File: config.mk
export PLATFORM = sky130hd
export DESIGN_NAME = crc16_frame_engine
export DESIGN_NICKNAME = d
export VERILOG_FILES = /design/src/rtl/crc16_pkg.sv /design/src/rtl/crc16_bit_core.sv /design/src/rtl/crc16_byte_serializer.sv /design/src/rtl/crc16_frame_tracker.sv /design/src/rtl/crc16_frame_engine.sv
export SDC_FILE = /design/constraint.sdc
export NUM_CORES = 1
export LEC_CHECK = 0
export CELL_PAD_IN_SITES_DETAIL_PLACEMENT = 0
export CELL_PAD_IN_SITES_GLOBAL_PLACEMENT = 2
export CORE_ASPECT_RATIO = 1.25
export CORE_MARGIN = 2
export CORE_UTILIZATION = 33
export CTS_CLUSTER_SIZE = 8
export DETAILED_ROUTE_END_ITERATION = 7
export PLACE_DENSITY_LB_ADDON = 0.1
export SKIP_LAST_GASP = 1
export SLEW_MARGIN = 5
export SYNTH_ARGS = -nofsm -noshare
export SYNTH_HDL_FRONTEND = slang
export SYNTH_HIERARCHICAL = 1
export SYNTH_SLANG_ARGS = --single-unit
File: constraint.sdc
create_clock -name clk -period 1.9 [get_ports clk]
set_clock_uncertainty 0.05 [all_clocks]
set_input_delay 0.38 -clock clk [delete_from_list [all_inputs] [get_ports clk]]
set_output_delay 0.38 -clock clk [all_outputs]
set_load 0.02 [all_outputs]
File: src/rtl/crc16_pkg.sv
package crc16_pkg;

    localparam int CRC_W = 16;
    // x^16 + x^15 + x^2 + 1, bit-reversed for LSB-first shifting
    localparam logic [CRC_W-1:0] POLY_REFL = 16'hA001;

    typedef enum logic [1:0] {
        TAG_CMD  = 2'd0,
        TAG_ADDR = 2'd1,
        TAG_STAT = 2'd2,
        TAG_DATA = 2'd3
    } byte_tag_e;

    function automatic logic [CRC_W-1:0] crc_step(input logic [CRC_W-1:0] cur, input logic bit_in);
        logic fb;
        logic [CRC_W-1:0] nxt;
        fb  = cur[0] ^ bit_in;
        nxt = cur >> 1;
        if (fb) nxt = nxt ^ POLY_REFL;
        return nxt;
    endfunction

endpackage

File: src/rtl/crc16_bit_core.sv
module crc16_bit_core
    import crc16_pkg::*;
(
    input  logic             clk,
    input  logic             rst,
    input  logic             clear,
    input  logic             bit_valid,
    input  logic             bit_in,
    output logic [CRC_W-1:0] crc
);
    logic [CRC_W-1:0] crc_q;

    always_ff @(posedge clk) begin
        if (rst || clear) crc_q <= '0;
        else if (bit_valid) crc_q <= crc_step(crc_q, bit_in);
    end

    assign crc = crc_q;

    a_r3_clear_zero: assert property (@(posedge clk) disable iff (rst)
        clear |=> (crc_q == '0));
    a_r4_hold_idle: assert property (@(posedge clk) disable iff (rst)
        (!clear && !bit_valid) |=> $stable(crc_q));
endmodule

File: src/rtl/crc16_byte_serializer.sv
module crc16_byte_serializer #(
    parameter int BYTE_W = 8
) (
    input  logic              clk,
    input  logic              rst,
    input  logic              clear,
    input  logic              load,
    input  logic [BYTE_W-1:0] data,
    output logic              bit_valid,
    output logic              bit_out,
    output logic              busy
);
    localparam int CNT_W = $clog2(BYTE_W);
    localparam logic [CNT_W-1:0] LAST_BIT = CNT_W'(BYTE_W - 1);

    typedef struct packed {
        logic [BYTE_W-1:0] shreg;
        logic [CNT_W-1:0]  cnt;
        logic              busy;
    } ser_state_t;

    ser_state_t st_q, st_d;

    always_comb begin
        st_d = st_q;
        if (clear) begin
            st_d = '0;
        end else if (st_q.busy) begin
            st_d.shreg = st_q.shreg >> 1;
            st_d.cnt   = st_q.cnt + 1'b1;
            if (st_q.cnt == LAST_BIT) st_d.busy = 1'b0;
        end else if (load) begin
            st_d.shreg = data;
            st_d.cnt   = '0;
            st_d.busy  = 1'b1;
        end
    end

    always_ff @(posedge clk) begin
        if (rst) st_q <= '0;
        else     st_q <= st_d;
    end

    assign bit_valid = st_q.busy;
    assign bit_out   = st_q.shreg[0];
    assign busy      = st_q.busy;

    a_r4_no_load_busy: assert property (@(posedge clk) disable iff (rst)
        st_q.busy |-> !load);
    a_r4_start_after_load: assert property (@(posedge clk) disable iff (rst)
        $rose(st_q.busy) |-> $past(load));
endmodule

File: src/rtl/crc16_frame_tracker.sv
module crc16_frame_tracker
    import crc16_pkg::*;
#(
    parameter int SPAD_BYTES = 8
) (
    input  logic                          clk,
    input  logic                          rst,
    input  logic                          clear,
    input  logic                          kind_read_in,
    input  logic                          offer,
    input  logic [1:0]                    tag,
    input  logic [$clog2(SPAD_BYTES)-1:0] addr_low,
    output logic                          accept,
    output logic                          end_hit
);
    localparam int OFF_W = $clog2(SPAD_BYTES);
    localparam logic [OFF_W-1:0] LAST_OFF = OFF_W'(SPAD_BYTES - 1);

    logic             kind_read_q;
    logic             addr_seen_q;
    logic [OFF_W-1:0] cur_off_q;
    logic             end_hit_q;
    byte_tag_e        tag_e;

    assign tag_e = byte_tag_e'(tag);

    always_comb begin
        accept = offer;
        if (tag_e == TAG_STAT && !kind_read_q) accept = 1'b0;
        if (tag_e == TAG_DATA && end_hit_q)    accept = 1'b0;
    end

    always_ff @(posedge clk) begin
        if (rst) begin
            kind_read_q <= 1'b0;
            addr_seen_q <= 1'b0;
            cur_off_q   <= '0;
            end_hit_q   <= 1'b0;
        end else if (clear) begin
            kind_read_q <= kind_read_in;
            addr_seen_q <= 1'b0;
            cur_off_q   <= '0;
            end_hit_q   <= 1'b0;
        end else if (accept) begin
            if (tag_e == TAG_ADDR && !addr_seen_q) begin
                addr_seen_q <= 1'b1;
                cur_off_q   <= addr_low;
            end
            if (tag_e == TAG_DATA) begin
                if (cur_off_q == LAST_OFF) end_hit_q <= 1'b1;
                cur_off_q <= cur_off_q + 1'b1;
            end
        end
    end

    assign end_hit = end_hit_q;

    a_r7_overrun_frozen: assert property (@(posedge clk) disable iff (rst)
        (offer && !clear && tag_e == TAG_DATA && end_hit_q) |=> ($stable(cur_off_q) && end_hit_q));
    a_r7_end_sticky: assert property (@(posedge clk) disable iff (rst)
        (end_hit_q && !clear) |=> end_hit_q);
endmodule

File: src/rtl/crc16_frame_engine.sv
module crc16_frame_engine
    import crc16_pkg::*;
#(
    parameter int SPAD_BYTES = 8,
    parameter int BYTE_W     = 8
) (
    input  logic              clk,
    input  logic              rst,
    input  logic              frame_start,
    input  logic              frame_is_read,
    input  logic              byte_valid,
    input  logic [1:0]        byte_tag,
    input  logic [BYTE_W-1:0] byte_data,
    output logic              byte_ready,
    input  logic              out_pop,
    output logic [BYTE_W-1:0] out_byte,
    output logic              out_is_high,
    output logic              crc_send
);
    localparam int OFF_W = $clog2(SPAD_BYTES);

    logic             busy;
    logic             offer;
    logic             accept;
    logic             end_hit;
    logic             bit_valid;
    logic             bit_sh;
    logic [CRC_W-1:0] crc;
    logic             hi_q;
    logic [CRC_W-1:0] crc_inv;

    assign byte_ready = !busy;
    assign offer      = byte_valid && !busy && !frame_start;

    crc16_frame_tracker #(.SPAD_BYTES(SPAD_BYTES)) u_track (
        .clk          (clk),
        .rst          (rst),
        .clear        (frame_start),
        .kind_read_in (frame_is_read),
        .offer        (offer),
        .tag          (byte_tag),
        .addr_low     (byte_data[OFF_W-1:0]),
        .accept       (accept),
        .end_hit      (end_hit)
    );

    crc16_byte_serializer #(.BYTE_W(BYTE_W)) u_ser (
        .clk       (clk),
        .rst       (rst),
        .clear     (frame_start),
        .load      (accept),
        .data      (byte_data),
        .bit_valid (bit_valid),
        .bit_out   (bit_sh),
        .busy      (busy)
    );

    crc16_bit_core u_core (
        .clk       (clk),
        .rst       (rst),
        .clear     (frame_start),
        .bit_valid (bit_valid),
        .bit_in    (bit_sh),
        .crc       (crc)
    );

    always_ff @(posedge clk) begin
        if (rst || frame_start) hi_q <= 1'b0;
        else if (out_pop && !busy) hi_q <= !hi_q;
    end

    assign crc_inv     = ~crc;
    assign out_byte    = hi_q ? crc_inv[2*BYTE_W-1:BYTE_W] : crc_inv[BYTE_W-1:0];
    assign out_is_high = hi_q;
    assign crc_send    = end_hit && !busy;

    a_r5_pop_toggles: assert property (@(posedge clk) disable iff (rst)
        (out_pop && !busy && !frame_start) |=> (hi_q != $past(hi_q)));
    a_r8_send_when_idle: assert property (@(posedge clk) disable iff (rst)
        crc_send |-> byte_ready);
    a_r6_refused_no_change: assert property (@(posedge clk) disable iff (rst)
        (offer && !accept) |=> ($stable(crc) && byte_ready));
    a_r3_start_priority: assert property (@(posedge clk) disable iff (rst)
        frame_start |=> (byte_ready && !crc_send && !out_is_high));
endmodule

==> summary.md, run 1 <==
In the post-synthesis netlist, the biggest area contributors are sky130_fd_sc_hd__dfxtp_1 42%, sky130_fd_sc_hd__mux2i_1 19%, sky130_fd_sc_hd__a211oi_1 4.5%. From synthesis to final layout, the design area changed by 24.6%. Final hold analysis gives a worst-case slack of 0.462 ns.

The critical path goes through buf_12 > mux2i_1 > dlygate4sd2_1. The tightest slew margin relative to the limit was 0.729. The worst IR drop on VDD is 0.428 mV, and the register area share after synthesis is 0.418.

Core area: 0.00497 mm2. The die footprint was 0.00567 mm2; the count of unique library cells instantiated by Yosys was 38. The destination of the worst hold path is u_ser/st_q[7]$_SDFFE_PP0P_. TritonCTS built the clock tree. Derived from the worst setup path, the maximum achievable clock frequency is 549 MHz.

The tools report the sort of element at the end of the critical path as an output pin. The clock passes through at most 2 buffers. Synthesis inferred 35 register bits. For the final routed database, the setup TNS stands at 0 ns. Layout cell share with drive strength beyond 1: 0.141. Setup repair after global routing left no endpoint under its margin.

In this run the cell area of the synthesized design comes to 0.00168 mm2. The core occupancy in the finished layout was 0.420; the total global-route track usage was 0.141. Once placement finished, the instance area stood at 0.00201 mm2.

The buffer and inverter count on the worst path works out to 2. Measured along the x axis, the die boundary spans 67.7 um. Before CTS, the worst setup slack after placement is -0.130 ns.

The ratio of total power to cell area was 682 mW/mm2. The number of max-slew violations in the final report was 0; the count of buffers added by post-CTS timing repair for setup was 0. The number of design rule violations left after detail routing was 0.

For this run, the number of Yosys warnings is 6. The number of I/O port buffers is 26. The die height is 83.7 um. The clock period minus final worst setup slack was 1.82 ns. The number of max-cap violations is 0. Launching element type of the critical path: a flip-flop. The final critical-path share of the clock period is 0.958. The share of the synthesized area in the top cell type works out to 0.418. The type of the most critical hold path is reg -> reg. When the netlist entered floorplanning its net count stood at 188. The tools report the number of H-tree levels as 2. Cell type group with the largest total delay on the critical path: buffers and inverters. The average wire length per cell after detail routing came out at 13.1 um. In this run the remaining antenna-violating nets after routing total 0. The tree is rooted in a sky130_fd_sc_hd__clkbuf_8. The category of the critical setup timing path was reg -> out.

The share of async-settable or async-resettable flops after synthesis was 0; the worst hold path stage count was 2. At the worst endpoint, the required time is 1.47 ns. The run finished with clean final reports.

Combinational family with the most area after synthesis: multiplexers. The start point of the worst hold path was u_ser/st_q[8]$_SDFFE_PP0P_. The initial core utilization was 0.337. The number of placed instances, taps included, is 253. The arrival time reported for the critical path endpoint is 1.39 ns, and the actual transition at the worst max-transition pin is 0.407 ns. On the worst path, the slowest cell contributes a delay of 0.41 ns.

After detailed routing, the total wire length is 3410 um. The share of the synthesized area in compound gates (AO/OA/AOI/OAI) works out to 0.109. For flop-to-flop paths, the worst setup slack is 0.22 ns. After routing the design area is 0.00209 mm2. The area share of fa/ha/maj cells after synthesis is 0.0299, and the count of hold buffers inserted by post-cts repair is 0.

The tools report the number of global-route vias before repair as 1344. The worst register-to-register path begins at u_ser/bit_valid$_SDFF_PP0_. The dominant cell type by area after synthesis was sky130_fd_sc_hd__dfxtp_1. The total of endpoints with negative setup slack in the final report was 0; the initial antenna violation count was 0. The tools report the final estimated routing congestion in global placement as 0.715.

The final non-filler cell total is 261. The aggregate global routing overflow was 0; the detailed-routing iteration count for the pre-antenna-repair pass was 4. The highest net fanout along the worst path is 8, and the number of instances in the synthesized netlist is 168. The routed layout has 1269 vias. The placed wire-length estimate after detailed placement was 2450 um; the cell depth of the worst flop-to-flop path was 4.

The tools report the net count of the finished layout as 218. The number of hold violations in the final report was 0; the first-pass GRT wire length was 6150 um. The clock drives 35 sinks. The number of antenna cells inserted came out at 0. Average cell area after synthesis: 9.97 um2. The number of DRC markers after the initial detailed-route iteration came out at 34. The most used flip-flop cell after synthesis was sky130_fd_sc_hd__dfxtp_1.

sky130_fd_sc_hd__dfxtp_1 is the most common cell in the netlist. In this run the count of I/O pins placed on the die edge is 27. Buffers inserted during clock tree synthesis total 5. Fraction of synthesized cell area in xor and xnor cells: 0.0157. Entering global routing, the biggest net connects 35 pins. Row generation in the floorplan step produced 29 rows.

Simple-gate portion of the synthesized area: 0.173. At the later pin of the worst-skew pair, clock insertion delay measures 0.28 ns. After clock tree synthesis, the clock-pin slew on the worst setup and hold paths is 0.07 ns. The endpoint of the worst register-to-register path is u_core/crc[13]$_SDFFE_PP0P_. For this design, the slowest cell found on the critical path is sky130_fd_sc_hd__dfxtp_1. Summing internal, switching and leakage power gives 1.42 mW.

Once routing completed, OpenROAD measured the worst setup slack at 0.0792 ns. Yosys mapped a number of flops with a built-in enable equal to 0. The mux contribution to synthesized area works out to 0.199.

The leakage power is 0.734 nW, and the detailed-route vias per instance is 4.86. In the synthesized netlist, the cells that appear most often are 35 x sky130_fd_sc_hd__dfxtp_1, 32 x sky130_fd_sc_hd__mux2i_1, 20 x sky130_fd_sc_hd__nor2_1.
cell type report:
type	instances	area [um2]
inverter	3	11.3
multi-input combinational	119	888
sequential	35	701
tap	62	77.6
clock inverter	3	15.0
fill	484	2880
timing repair buffer	34	325
clock buffer	5	68.8
tightest hold or removal path: stages, from the launching register on:
cell and delay, ns:
sky130_fd_sc_hd__dfxtp_1 0.31, sky130_fd_sc_hd__nor2b_1 0.10, sky130_fd_sc_hd__a211oi_1 0.05
placed cells by master, fill, tap and decap left out, types with 2 or more instances in the layout:
cell,synthesis,routed
sky130_fd_sc_hd__a211oi_1,10,10
sky130_fd_sc_hd__a211oi_2,2,2
sky130_fd_sc_hd__a21oi_1,4,4
sky130_fd_sc_hd__buf_4,3,7
sky130_fd_sc_hd__clkbuf_8,0,5
sky130_fd_sc_hd__clkdlybuf4s50_1,0,17
sky130_fd_sc_hd__clkinv_2,0,3
sky130_fd_sc_hd__dfxtp_1,35,35
sky130_fd_sc_hd__dlygate4sd2_1,0,8
sky130_fd_sc_hd__ha_1,4,4
sky130_fd_sc_hd__inv_1,2,2
sky130_fd_sc_hd__mux2i_1,32,32
sky130_fd_sc_hd__nand2_1,4,4
sky130_fd_sc_hd__nand3_1,2,2
sky130_fd_sc_hd__nor2_1,20,20
sky130_fd_sc_hd__nor2b_1,11,11
sky130_fd_sc_hd__nor3_1,2,2
sky130_fd_sc_hd__o211ai_1,2,2
sky130_fd_sc_hd__o21ai_0,2,2
sky130_fd_sc_hd__or2_2,2,2
sky130_fd_sc_hd__or3b_2,2,2
sky130_fd_sc_hd__xnor2_1,3,3
kinds of logic after synthesis:
kind of cell	count (synthesis)
xor+xnor	3
flops	35
fa+ha+maj	4
compound gates	25
buf+inv	14
simple gates	54
mux	33
how the worst max path moves through the flow:
stage | start | slack [ns] | cells after the start | end
final | out_is_high$_SDFFE_PP0P_ | 0.08 | 3 | out_byte[1]
after global routing | out_is_high$_SDFFE_PP0P_ | 0.01 | 3 | out_byte[6]
after floorplan | u_ser/bit_valid$_SDFF_PP0_ | 0.29 | 6 | u_ser/bit_out$_SDFFE_PP0P_
after global placement | byte_tag[0] | -0.11 | 7 | u_ser/st_q[2]$_SDFFE_PP0P_
after detailed placement | byte_tag[0] | -0.13 | 7 | u_ser/st_q[3]$_SDFFE_PP0P_
after CTS | u_track/end_hit$_SDFFE_PP0P_ | 0.009 | 2 | crc_send
power breakdown:
group          leakage (nW)  internal [mW]  switching (mW)
Sequential            0.283          0.744         0.00811
Clock                0.0477          0.251           0.270
Combinational         0.403         0.0817          0.0697
Total                 0.734           1.08           0.348
what timing repair did:
item	4_1_cts	5_1_grt
gates resized for setup	8	2
cloned	0	0
endpoints found under the setup margin	8	2
hold endpoints to repair	0	0
per-layer routing:
layer | share of wire | routed length, um | global-route usage | vias up
met2 | 0.52 | 1780 | 0.244 | 16
met1 | 0.43 | 1460 | 0.162 | 602
met5 | 0 | 0 | 0 | -
met3 | 0.030 | 101 | 0.0283 | 6
met4 | 0.017 | 59 | 0.0612 | 0
li1 | - | - | - | 645
registers in the layout, summed over array words and instances (netlist names):
register,flops
u_track/cur_off_q,3
u_track/end_hit,1
u_track/kind_read_q,1
out_is_high,1
u_ser/bit_out,1
u_track/addr_seen_q,1
u_ser/st_q,10
u_core/crc,16
u_ser/bit_valid,1
(Power assumes the default switching activity.)
==> inputs of run 2 (changes only) <==
--- a/config.mk
+++ b/config.mk
@@ -5,14 +5,15 @@
 export SDC_FILE = /design/constraint.sdc
 export NUM_CORES = 1
 export LEC_CHECK = 0
+export ABC_CLOCK_PERIOD_IN_PS = 1900
 export CELL_PAD_IN_SITES_DETAIL_PLACEMENT = 0
 export CELL_PAD_IN_SITES_GLOBAL_PLACEMENT = 2
-export CORE_ASPECT_RATIO = 1.25
 export CORE_MARGIN = 2
 export CORE_UTILIZATION = 33
 export CTS_CLUSTER_SIZE = 8
 export DETAILED_ROUTE_END_ITERATION = 7
 export PLACE_DENSITY_LB_ADDON = 0.1
+export SKIP_CTS_REPAIR_TIMING = 1
 export SKIP_LAST_GASP = 1
 export SLEW_MARGIN = 5
 export SYNTH_ARGS = -nofsm -noshare
==> run 2 against run 1 <==
Power shrank 0.63%. Highest routed layer unchanged. Fmax increased by 3.3%. Clock-buffer cell count increased by 2. Non-clock buffer count is the same. Worst hold slack got worse by 0.0052 ns. Combinational power is essentially flat. First-iteration DRC count decreased by 12%. Design area is 1.4% higher.
==> summary.md, run 2 (synthesized netlist as in run 1, its figures left out) <==
For this design, the slowest cell found on the critical path is sky130_fd_sc_hd__clkdlybuf4s50_1. Final critical-path share of the clock period: 0.928 (-0.0306). In this run the most critical hold path is launched from u_core/crc[15]$_SDFFE_PP0P_.

The flow ran to the end, and the final reports show no timing, DRC or antenna violations. TritonCTS built the clock tree. The placement row count came out at 25 (-14%).

The number of H-tree levels is 2 (unchanged), and the ratio of total power to cell area is 669 mW/mm2 (-2.0%). The critical path in this run is classified as reg -> out. The horizontal extent of the die is 75.3 um (+11%), and the actual transition at the worst max-transition pin is 0.404 ns (-0.00325 ns). The critical path goes through clkdlybuf4s50_1.

The setup TNS after final layout was 0 ns (unchanged). Clock net sink count: 35 (unchanged). The number of design rule violations left after detail routing came out at 0 (unchanged). The tools report the tightest slew margin relative to the limit as 0.731 (+0.00217). The launching element type of the critical path was a flip-flop.

The type of the most critical hold path was reg -> reg. The logs give 2550 um (+3.8%) for the placed wire-length estimate after detailed placement and 218 (unchanged) for the net count of the finished layout. The buffer and inverter count on the worst path works out to 1 (-1). The total global-route track usage came out at 0.137 (-0.00414).

The largest incremental delay on the critical path came out at 0.64 ns (+0.23 ns). The detailed-routing iteration count for the pre-antenna-repair pass came out at 4 (unchanged). The clock period minus final worst setup slack is 1.76 ns (-0.0582 ns), and the count of antenna-violating nets left after detailed routing is 0 (unchanged). The core occupancy in the finished layout is 0.439 (+0.0194). The number of hold violations in the final report was 0 (unchanged); the overall power after layout was 1.41 mW (-0.63%). The total of endpoints with negative setup slack in the final report came out at 0 (unchanged). The final estimated routing congestion in global placement is 0.721 (+0.90%).

The clock slew seen by the registers of the worst setup and hold paths works out to 0.07 ns (about the same). The total cell area at the placement stage came out at 0.00201 mm2 (+0.31%). The worst setup path is captured at an output pin. The logs give 567 MHz (+3.3%) for the highest achievable clock rate and 0.216 (-0.0278) for the global-route track usage on met2. The critical path starts at out_is_high$_SDFFE_PP0P_.

The number of top-level pins is 27 (unchanged), and the average wire length per cell after detail routing is 13.0 um (-0.53%). For the leakage power, the log shows 0.739 nW (+0.77%). The tools report the worst IR drop on VDD as 0.361 mV (-16%). The flip-flop count of the largest register after layout is 16 (unchanged), and the detailed-route vias per instance is 4.80 (-1.3%).

The die height came out at 75.3 um (-10%). The run gives 0.174 (+0.0120) as the met1 routing resource usage after global routing. The kind of cell with the highest combined delay along the critical path is buffers and inverters. The number of DRC markers after the initial detailed-route iteration is 30 (-12%).

The number of antenna cells inserted was 0 (unchanged). The post-placement setup slack came out at -0.139 ns (-0.00851 ns). The number of max-cap violations is 0 (unchanged). Number of I/O port buffers: 26 (unchanged).

The top cell types in the final layout, fill and taps aside, are 35 x sky130_fd_sc_hd__dfxtp_1, 32 x sky130_fd_sc_hd__mux2i_1, 20 x sky130_fd_sc_hd__nor2_1, 17 x sky130_fd_sc_hd__clkdlybuf4s50_1, 11 x sky130_fd_sc_hd__nor2b_1. Met3 track utilization from global routing: 0.0535 (+0.0252). The run gives 0 (unchanged) as the aggregate global routing overflow. The run gives 1246 (-7.3%) as the number of global-route vias before repair.

The run gives 35 (unchanged) as the maximum number of pins on one net before global-route repair. The root buffer cell chosen for the clock tree is sky130_fd_sc_hd__clkbuf_8. Setup repair after global routing left no endpoint under its margin. The number of max-slew violations in the final report is 0 (unchanged).

The library cell used most frequently in the layout, excluding fill and tap cells, is sky130_fd_sc_hd__dfxtp_1. The core area was 0.00482 mm2 (-3.1%); the required time of the worst setup path was 1.47 ns (about the same). Via count: 1276 (+0.55%).

The total detailed-routing wirelength was 3450 um (+1.4%); the layout cell share with drive strength beyond 1 was 0.126 (-0.0151). The worst register-to-register path begins at u_ser/bit_valid$_SDFF_PP0_. In this run the most used layer during global routing was met2. The worst-case setup margin in the final layout was 0.137 ns (+0.0582 ns); the initial antenna violation count was 0 (unchanged). For the initial core utilization, the log shows 0.348 (+0.0108). Die footprint: 0.00566 mm2 (about the same). The final cell area excluding filler cells was 0.00212 mm2 (+1.4%). The highest net fanout along the worst path was 3 (-5). The arrival time reported for the critical path endpoint is 1.33 ns (-0.06 ns).

The layout overhead on the synthesized area was 26.3%; the first-pass GRT wire length was 5840 um (-4.9%). The maximum number of buffers from clock root to sink came out at 2 (unchanged). The logs give 0.28 ns (about the same) for the clock latency on the worst-skew pair and 5 (unchanged) for the TritonCTS buffer count.
run 2: routing by layer:
metal,wire length [um],up-vias
li1,-,651
met1,1630,606
met2,1670,17
met3,123,2
met4,22,0
met5,0,-
run 2: final cells by class:
cell class              count  area [um2]
inverters                   3        11.3
fillers                   501        2700
repair buffers             34         355
well taps                  67        83.8
clock buffers               7        76.3
multi-input cells         119         883
clock inverters             1        5.00
flip-flops and latches     35         701
run 2: path summary, 6_finish.rpt:
kind / endpoint / cells after the start / slack [ns]
setup / recovery: out_is_high / 1 / 0.14
hold / removal: u_core/crc[15]$_SDFFE_PP0P_ / 2 / 0.46
setup reg to reg: u_core/crc[13]$_SDFFE_PP0P_ / 4 / 0.26
hold reg to reg: u_core/crc[15]$_SDFFE_PP0P_ / 2 / 0.46
run 2: through the flow:
step / std cells / hold WS [ns]
after global placement: 258 / 0.446
final: 266 / 0.457
after global routing: 266 / 0.489
after CTS: 266 / 0.460
after floorplan: 168 / 0.399
after detailed placement: 258 / 0.450
run 2: power breakdown:
part / total (mW) / internal, mW / leakage (nW) / switching, mW
registers: 0.753 / 0.744 / 0.283 / 0.00830
clock network: 0.510 / 0.257 / 0.0422 / 0.253
logic: 0.152 / 0.0814 / 0.414 / 0.0707
total: 1.41 / 1.08 / 0.739 / 0.332
